<file path="config.mk">
export PLATFORM = sky130hd
export DESIGN_NAME = ptri2c_target
export DESIGN_NICKNAME = d
export VERILOG_FILES = /design/src/rtl/ptri2c_pkg.sv /design/src/rtl/ptri2c_line_mon.sv /design/src/rtl/ptri2c_regbank.sv /design/src/rtl/ptri2c_target.sv
export SDC_FILE = /design/constraint.sdc
export NUM_CORES = 1
export LEC_CHECK = 0
export BUFFER_PORTS_ARGS = -buffer_cell sky130_fd_sc_hd__buf_4
export CORE_MARGIN = 3
export CORE_UTILIZATION = 60
export CTS_BUF_LIST = sky130_fd_sc_hd__clkbuf_8
export CTS_CLUSTER_DIAMETER = 200
export CTS_CLUSTER_SIZE = 25
export DETAILED_ROUTE_END_ITERATION = 10
export PLACE_DENSITY = 0.82
export SETUP_SLACK_MARGIN = 0.3
export SYNTH_ARGS = -nofsm -noshare
export SYNTH_HDL_FRONTEND = slang
export SYNTH_SLANG_ARGS = --single-unit
</file>
<file path="constraint.sdc">
create_clock -name clk -period 2.3 [get_ports clk]
set_input_delay 0.46 -clock clk [delete_from_list [all_inputs] [get_ports clk]]
set_output_delay 0.46 -clock clk [all_outputs]
set_load 0.02 [all_outputs]
</file>
<file path="src/rtl/ptri2c_pkg.sv">
`timescale 1ns/1ps
package ptri2c_pkg;

   typedef enum logic [3:0] {
      ST_IDLE,
      ST_ADDR,
      ST_AACK,
      ST_PTR,
      ST_PACK,
      ST_WR,
      ST_WACK,
      ST_RD,
      ST_RACK,
      ST_SKIP
   } phase_e;

   localparam int SEL_W   = 3;
   localparam int NUM_LIM = 3;

   typedef logic [SEL_W-1:0] sel_t;

   localparam sel_t SEL_TEMP = 3'd0;
   localparam sel_t SEL_CFG  = 3'd1;
   localparam sel_t SEL_LO   = 3'd2;
   localparam sel_t SEL_HI   = 3'd3;
   localparam sel_t SEL_CRIT = 3'd4;

endpackage

</file>
<file path="src/rtl/ptri2c_line_mon.sv">
`timescale 1ns/1ps
module ptri2c_line_mon #(
   parameter int SYNC_STAGES = 2
) (
   input  logic clk,
   input  logic rst_n,
   input  logic scl_i,
   input  logic sda_i,
   output logic scl_rise,
   output logic scl_fall,
   output logic start_det,
   output logic stop_det,
   output logic sda_bit
);

   initial assert (SYNC_STAGES >= 1 && SYNC_STAGES <= 4)
      else $error("SYNC_STAGES must lie between 1 and 4");

   logic scl_s, sda_s;
   logic scl_q, sda_q;

   generate
      if (SYNC_STAGES == 1) begin : g_sync_one
         always_ff @(posedge clk or negedge rst_n) begin
            if (!rst_n) begin
               scl_s <= 1'b1;
               sda_s <= 1'b1;
            end else begin
               scl_s <= scl_i;
               sda_s <= sda_i;
            end
         end
      end else begin : g_sync_chain
         logic [SYNC_STAGES-1:0] scl_sh, sda_sh;
         always_ff @(posedge clk or negedge rst_n) begin
            if (!rst_n) begin
               scl_sh <= '1;
               sda_sh <= '1;
            end else begin
               scl_sh <= {scl_sh[SYNC_STAGES-2:0], scl_i};
               sda_sh <= {sda_sh[SYNC_STAGES-2:0], sda_i};
            end
         end
         assign scl_s = scl_sh[SYNC_STAGES-1];
         assign sda_s = sda_sh[SYNC_STAGES-1];
      end
   endgenerate

   always_ff @(posedge clk or negedge rst_n) begin
      if (!rst_n) begin
         scl_q <= 1'b1;
         sda_q <= 1'b1;
      end else begin
         scl_q <= scl_s;
         sda_q <= sda_s;
      end
   end

   assign scl_rise  =  scl_s & ~scl_q;
   assign scl_fall  = ~scl_s &  scl_q;
   assign start_det =  scl_s &  scl_q &  sda_q & ~sda_s;
   assign stop_det  =  scl_s &  scl_q & ~sda_q &  sda_s;
   assign sda_bit   =  sda_s;

endmodule

</file>
<file path="src/rtl/ptri2c_regbank.sv">
`timescale 1ns/1ps
module ptri2c_regbank
   import ptri2c_pkg::*;
#(
   parameter int             REG_W    = 16,
   parameter int             CFG_W    = 8,
   parameter logic [15:0]    LO_RST   = 16'h0A00,
   parameter logic [15:0]    HI_RST   = 16'h2800,
   parameter logic [15:0]    CRIT_RST = 16'h3C00
) (
   input  logic                              clk,
   input  logic                              rst_n,
   input  logic                              wr_stb,
   input  sel_t                              sel,
   input  logic                              wr_idx,
   input  logic [7:0]                        wr_data,
   input  logic                              cap_en,
   input  logic [REG_W-1:0]                  temp_i,
   input  logic                              rd_idx,
   output logic [7:0]                        rd_byte,
   output logic [CFG_W-1:0]                  cfg_q,
   output logic [NUM_LIM-1:0][REG_W-1:0]     lim_q
);

   initial assert (REG_W == 16) else $error("registers are two bytes wide");
   initial assert (CFG_W >= 1 && CFG_W <= 8) else $error("CFG_W must fit one byte");

   logic [7:0]       msb_hold;
   logic [REG_W-1:0] temp_sh;
   logic [15:0]      word;

   always_ff @(posedge clk or negedge rst_n) begin
      if (!rst_n)                  msb_hold <= '0;
      else if (wr_stb && !wr_idx)  msb_hold <= wr_data;
   end

   always_ff @(posedge clk or negedge rst_n) begin
      if (!rst_n)       temp_sh <= '0;
      else if (cap_en)  temp_sh <= temp_i;
   end

   always_ff @(posedge clk or negedge rst_n) begin
      if (!rst_n)                                   cfg_q <= '0;
      else if (wr_stb && !wr_idx && sel == SEL_CFG) cfg_q <= wr_data[CFG_W-1:0];
   end

   generate
      for (genvar g = 0; g < NUM_LIM; g++) begin : g_lim
         localparam sel_t        MY_SEL = sel_t'(int'(SEL_LO) + g);
         localparam logic [15:0] RST_V  = (g == 0) ? LO_RST : (g == 1) ? HI_RST : CRIT_RST;
         logic [REG_W-1:0] val;
         always_ff @(posedge clk or negedge rst_n) begin
            if (!rst_n)                              val <= RST_V;
            else if (wr_stb && wr_idx && sel == MY_SEL) val <= {msb_hold, wr_data};
         end
         assign lim_q[g] = val;
      end
   endgenerate

   always_comb begin
      word = 16'h0000;
      case (sel)
         SEL_TEMP: word = temp_sh;
         SEL_CFG:  word = {8'(cfg_q), 8'(cfg_q)};
         SEL_LO:   word = lim_q[0];
         SEL_HI:   word = lim_q[1];
         SEL_CRIT: word = lim_q[2];
         default:  word = 16'h0000;
      endcase
   end

   assign rd_byte = rd_idx ? word[7:0] : word[15:8];

   AST_TEMP_WR_NOEFFECT: assert property (@(posedge clk) disable iff (!rst_n)
      (wr_stb && sel == SEL_TEMP) |=> ($stable(cfg_q) && $stable(lim_q)));
   AST_LIM_NEEDS_PAIR: assert property (@(posedge clk) disable iff (!rst_n)
      (wr_stb && !wr_idx) |=> $stable(lim_q));

endmodule

</file>
<file path="src/rtl/ptri2c_target.sv">
`timescale 1ns/1ps
module ptri2c_target
   import ptri2c_pkg::*;
#(
   parameter logic [6:0]  TARGET_ADDR = 7'h48,
   parameter int          SYNC_STAGES = 2,
   parameter int          REG_W       = 16,
   parameter int          CFG_W       = 8,
   parameter logic [15:0] LO_RST      = 16'h0A00,
   parameter logic [15:0] HI_RST      = 16'h2800,
   parameter logic [15:0] CRIT_RST    = 16'h3C00
) (
   input  logic             clk,
   input  logic             rst_n,
   input  logic             scl_i,
   input  logic             sda_i,
   output logic             sda_oe,
   input  logic [REG_W-1:0] temp_i,
   output logic [CFG_W-1:0] cfg_q,
   output logic [REG_W-1:0] lim_lo_q,
   output logic [REG_W-1:0] lim_hi_q,
   output logic [REG_W-1:0] lim_crit_q,
   output logic             rd_strobe
);

   localparam logic [1:0] WR_SAT = 2'd2;

   logic scl_rise, scl_fall, start_det, stop_det, sda_bit;

   ptri2c_line_mon #(.SYNC_STAGES(SYNC_STAGES)) u_line (
      .clk       (clk),
      .rst_n     (rst_n),
      .scl_i     (scl_i),
      .sda_i     (sda_i),
      .scl_rise  (scl_rise),
      .scl_fall  (scl_fall),
      .start_det (start_det),
      .stop_det  (stop_det),
      .sda_bit   (sda_bit)
   );

   phase_e     state;
   logic [2:0] bit_cnt;
   logic       byte_full;
   logic [7:0] sh_in, sh_out;
   sel_t       sel_q;
   logic       rw_q, rd_idx, rd_seen, mnack;
   logic [1:0] wr_cnt;
   logic       sda_oe_q, rd_strobe_q;
   logic       wr_stb_q, wr_idx_q, cap_q;
   logic [7:0] wr_data_q;
   logic [7:0] rd_byte;
   logic [NUM_LIM-1:0][REG_W-1:0] lim_q;

   always_ff @(posedge clk or negedge rst_n) begin
      if (!rst_n) begin
         state       <= ST_IDLE;
         bit_cnt     <= '0;
         byte_full   <= 1'b0;
         sh_in       <= '0;
         sh_out      <= '1;
         sel_q       <= SEL_TEMP;
         rw_q        <= 1'b0;
         rd_idx      <= 1'b0;
         rd_seen     <= 1'b0;
         mnack       <= 1'b1;
         wr_cnt      <= '0;
         sda_oe_q    <= 1'b0;
         rd_strobe_q <= 1'b0;
         wr_stb_q    <= 1'b0;
         wr_idx_q    <= 1'b0;
         wr_data_q   <= '0;
         cap_q       <= 1'b0;
      end else begin
         wr_stb_q    <= 1'b0;
         cap_q       <= 1'b0;
         rd_strobe_q <= 1'b0;
         if (start_det || stop_det) begin
            state     <= start_det ? ST_ADDR : ST_IDLE;
            bit_cnt   <= '0;
            byte_full <= 1'b0;
            sda_oe_q  <= 1'b0;
            rd_idx    <= 1'b0;
            if (rd_seen) begin
               rd_strobe_q <= 1'b1;
               rd_seen     <= 1'b0;
            end
         end else if (scl_rise) begin
            case (state)
               ST_ADDR, ST_PTR, ST_WR: begin
                  sh_in   <= {sh_in[6:0], sda_bit};
                  bit_cnt <= bit_cnt + 3'd1;
                  if (bit_cnt == 3'd7) byte_full <= 1'b1;
               end
               ST_RD: begin
                  bit_cnt <= bit_cnt + 3'd1;
                  if (bit_cnt == 3'd7) byte_full <= 1'b1;
               end
               ST_AACK: if (rw_q) cap_q <= 1'b1;
               ST_RACK: mnack <= sda_bit;
               default: ;
            endcase
         end else if (scl_fall) begin
            case (state)
               ST_ADDR: if (byte_full) begin
                  byte_full <= 1'b0;
                  if (sh_in[7:1] == TARGET_ADDR) begin
                     rw_q     <= sh_in[0];
                     sda_oe_q <= 1'b1;
                     state    <= ST_AACK;
                  end else begin
                     state    <= ST_SKIP;
                  end
               end
               ST_AACK: begin
                  bit_cnt <= '0;
                  if (rw_q) begin
                     state    <= ST_RD;
                     rd_seen  <= 1'b1;
                     sda_oe_q <= ~rd_byte[7];
                     sh_out   <= {rd_byte[6:0], 1'b1};
                  end else begin
                     state    <= ST_PTR;
                     sda_oe_q <= 1'b0;
                  end
               end
               ST_PTR: if (byte_full) begin
                  byte_full <= 1'b0;
                  sel_q     <= sh_in[SEL_W-1:0];
                  sda_oe_q  <= 1'b1;
                  wr_cnt    <= '0;
                  state     <= ST_PACK;
               end
               ST_PACK: begin
                  sda_oe_q <= 1'b0;
                  state    <= ST_WR;
               end
               ST_WR: if (byte_full) begin
                  byte_full <= 1'b0;
                  sda_oe_q  <= 1'b1;
                  state     <= ST_WACK;
                  if (wr_cnt != WR_SAT) begin
                     wr_stb_q  <= 1'b1;
                     wr_data_q <= sh_in;
                     wr_idx_q  <= wr_cnt[0];
                  end
               end
               ST_WACK: begin
                  sda_oe_q <= 1'b0;
                  state    <= ST_WR;
                  if (wr_cnt != WR_SAT) wr_cnt <= wr_cnt + 2'd1;
               end
               ST_RD: begin
                  if (byte_full) begin
                     byte_full <= 1'b0;
                     sda_oe_q  <= 1'b0;
                     rd_idx    <= ~rd_idx;
                     state     <= ST_RACK;
                  end else begin
                     sda_oe_q <= ~sh_out[7];
                     sh_out   <= {sh_out[6:0], 1'b1};
                  end
               end
               ST_RACK: begin
                  if (!mnack) begin
                     state    <= ST_RD;
                     sda_oe_q <= ~rd_byte[7];
                     sh_out   <= {rd_byte[6:0], 1'b1};
                  end else begin
                     state    <= ST_SKIP;
                  end
               end
               default: ;
            endcase
         end
      end
   end

   ptri2c_regbank #(
      .REG_W    (REG_W),
      .CFG_W    (CFG_W),
      .LO_RST   (LO_RST),
      .HI_RST   (HI_RST),
      .CRIT_RST (CRIT_RST)
   ) u_bank (
      .clk     (clk),
      .rst_n   (rst_n),
      .wr_stb  (wr_stb_q),
      .sel     (sel_q),
      .wr_idx  (wr_idx_q),
      .wr_data (wr_data_q),
      .cap_en  (cap_q),
      .temp_i  (temp_i),
      .rd_idx  (rd_idx),
      .rd_byte (rd_byte),
      .cfg_q   (cfg_q),
      .lim_q   (lim_q)
   );

   assign lim_lo_q   = lim_q[0];
   assign lim_hi_q   = lim_q[1];
   assign lim_crit_q = lim_q[2];
   assign sda_oe     = sda_oe_q;
   assign rd_strobe  = rd_strobe_q;

   AST_RELEASE_ON_COND: assert property (@(posedge clk) disable iff (!rst_n)
      (start_det || stop_det) |=> !sda_oe);
   AST_SKIP_SILENT: assert property (@(posedge clk) disable iff (!rst_n)
      (state == ST_SKIP) |-> !sda_oe);
   AST_DRIVE_ON_LOW: assert property (@(posedge clk) disable iff (!rst_n)
      $rose(sda_oe) |-> $past(scl_fall));
   AST_STROBE_CAUSE: assert property (@(posedge clk) disable iff (!rst_n)
      rd_strobe |-> $past(start_det || stop_det));
   AST_STROBE_PULSE: assert property (@(posedge clk) disable iff (!rst_n)
      rd_strobe |=> !rd_strobe);

endmodule

</file>
==> run summary <==
Initial DRC Count = 274
Tightest Pin Transition = 0.746 ns
HPWL after detailed placement = 11.0 mm
DIE WIDTH = 107 µm
Period minus WS final = 2.01 ns
Comb power frac = 16.1%
Wire per inst = 21.1 µm
CP max FO = 10
Vias in the first global route = 4505
Number of remaining DRC errors = 0
Placer Congestion = 0.870
Final ANT Viol Nets = 0
Final setup vio count = 0
Mapped Area = 6170 µm²
LEAKAGE = 3.59 nW
Internal Power = 3.91 mW
Register share of total power = 50.3%
Simple-Gate Fraction of Synth Area = 8.70%
Grt ovf = 0
Max-cap violations = 0
FP Rows = 36
Sequential fraction of the synthesis area = 53.6%
Largest net degree at the start of global routing = 53
Cts bufs inserted = 17
Xor/xnor share of the synthesized area = 0.284%
Synth-to-Final Area Change = 22.0%
Power, Total = 5.39 mW
Total number of vias = 4469
N_diodes = 0
DP Area = 7040 µm²
Main flop type after synthesis = dfrtp_1
Initial antenna violation count = 0
Worst-path clk slew = 0.07 ns
Post-synth EDFFs = 0
Synth top area share = 44.2%
Leading area contributor after synthesis = dfrtp_1
Die Height = 107 µm
Core ar. = 9910 µm²
Post-synthesis mux area share = 23.9%
Clock buffer depth = 2
Die Footprint = 11500 µm²
Peak supply drop = 540 µV
CP endpoint kind = register
PortBufs = 77
Net Sw Frac = 27.5%
Setup Skew = 0.0109 ns
Worst path required time = 2.61 ns
First-pass GRT wire length = 24.4 mm
CTS tree = done
Skew-Pair Late Insertion Delay = 0.42 ns
FMAX = 497 MHz
Gr usage total = 28.0%
Most common cell in the netlist = mux2_2
Mapped Avg Cell Area = 12.6 µm²
Post-synth ARST share = 100%
Fin util = 76.0%
Syn nets = 516
Fin. max-slew vios = 0
WS Path Type = register to register
Synth Area in Adders = 1.22%
Starting Density = 62.3%
CTS Sinks = 131
Final hold violation count = 0
Synth Area in Compound Gates = 9.53%
Root Driver = clkbuf_8
Largest family of logic cells by synthesized area = multiplexers
Final Instance Area = 7530 µm²
Number of synthesis warnings = 0
Period utilization = 87.5%
WL final = 15.5 mm
Net Switching = 1.48 mW
Rel. slew slack = 50.3%
Startpoint class of the critical path = register
CP arrival = 2.33 ns
Status = finished, final reports clean
Clock share of power = 33.6%
Power density over the cells = 716 nW/µm²
Num ports = 78
# nets final = 615
Post-Syn Instances = 490
DR pass1 iterations = 4
RSZ-0062 raised after global routing = true
H-tree levels = 4
Synth unique cells = 59
Top cells by area, synth = dfrtp_1 (44%), mux2_2 (21%), dfstp_2 (9.4%)
Setup TNS Final = 0 ns
Min-delay worst type = input port to register
Commonest cells post-synth = mux2_2 (117), dfrtp_1 (109), nand2_1 (26)
Vias per inst = 6.08
Share of cells above drive strength 1 = 50.5%
Seq cells post-synth = 131
-- through the flow --
| stage | worst slack (ns) | std cells | hold WS, ns |
|---|---|---|---|
| 3_3_place_gp | 0.315 | 699 | 0.347 |
| 6_report | 0.287 | 735 | 0.142 |
| 3_5_place_dp | 0.267 | 699 | 0.349 |
| 5_1_grt | 0.223 | 735 | 0.114 |
| 4_1_cts | 0.285 | 732 | 0.119 |
| 2_1_floorplan | 0.279 | 490 | 0.164 |
-- final timing paths --
kind,slack (ns),from,depth (start not counted),endpoint
max in group asynchronous,1.13,rst_n,3,u_bank.g_lim[0].val[11]
hold / removal,0.14,sda_i,1,u_line.g_sync_chain.sda_sh[0]
min in group asynchronous,0.51,rst_n,2,u_bank.temp_sh[4]
hold reg to reg,0.36,u_line.g_sync_chain.scl_sh[0],0,u_line.g_sync_chain.scl_sh[1]
setup reg to reg,0.29,state[2],6,wr_data_q[0]
setup / recovery,0.29,state[2],6,wr_data_q[0]
-- area by class of cell --
cell class | instances | area, µm²
multi-input combinational | 319 | 2790
inverter | 12 | 45.0
tap | 133 | 166
timing repair buffer | 108 | 850
sequential | 131 | 3310
clock inverter | 13 | 108
clock buffer | 19 | 262
fill | 678 | 2380
-- per-layer routing --
metal | vias up | wire [µm] | global-route usage [%] | share of wire [%]
met3 | 18 | 1110 | 7.26 | 7.2
met2 | 180 | 7400 | 44.2 | 48
met4 | 0 | 206 | 6.67 | 1.3
met5 | - | 0 | 0 | 0
li1 | 2007 | - | - | -
met1 | 2264 | 6780 | 39.3 | 44
-- cell usage in the layout (no fill, tap or decap), drive strengths merged, types with 5 or more instances in the layout --
cell	netlist	layout
dfrtp	109	109
nor3	6	6
a21oi	21	21
ha	6	6
mux2	117	117
buf	11	107
mux2i	16	16
clkbuf	17	19
nor2	18	18
o21ai	13	13
and3b	6	6
clkinv	0	5
a32oi	5	5
nor2b	7	7
a31oi	6	6
nand3	6	6
inv	12	18
o221ai	9	9
nand2	26	26
dfstp	22	22
-- worst max-delay path, stage by stage (launching register included) --
cell	delay [ns]
dfrtp_1	0.43
buf_6	0.18
inv_2	0.06
or3_4	0.40
nor4_4	0.30
buf_4	0.21
mux2_2	0.33
-- power by group through the flow --
stage                     Clock (mW)  Combinational (mW)  Sequential [mW]
after global routing            1.95               0.950             2.74
after floorplan                    0               0.570             2.67
after CTS                       1.83               0.820             2.70
final                           1.81               0.867             2.71
after detailed placement           0               0.807             2.73
after global placement             0               0.802             2.72
-- logic make-up after synthesis --
family / after synthesis
flip-flops: 131
AO/OA/AOI/OAI: 83
XOR/XNOR: 2
AND/OR/NAND/NOR: 95
buffers and inverters: 40
multiplexers: 133
adder cells (fa/ha/maj): 6
-- sequential cells by signal, indices dropped and copies added, names as in the netlist, 2 cells and up --
name and count:
wr_data_q 8, bit_cnt 3, state 4, sel_q 3
u_line.g_sync_chain.sda_sh 2, wr_cnt 2, u_bank.temp_sh 16, u_bank.g_lim.val 48
u_line.g_sync_chain.scl_sh 2, sh_in 8, u_bank.cfg_q 8, u_bank.msb_hold 8
sh_out 7
-- timing repair --
item | 4_1_cts | 5_1_grt
gates cloned | 0 | 1
endpoints found under the hold margin | 20 | 0
setup endpoints to repair | 6 | 54
hold buffers | 1 | 0
gates resized for setup | 5 | 22
pin swaps | 0 | 1
buffers inserted | 0 | 2
No activity file was read; power rests on OpenSTA's default activity.
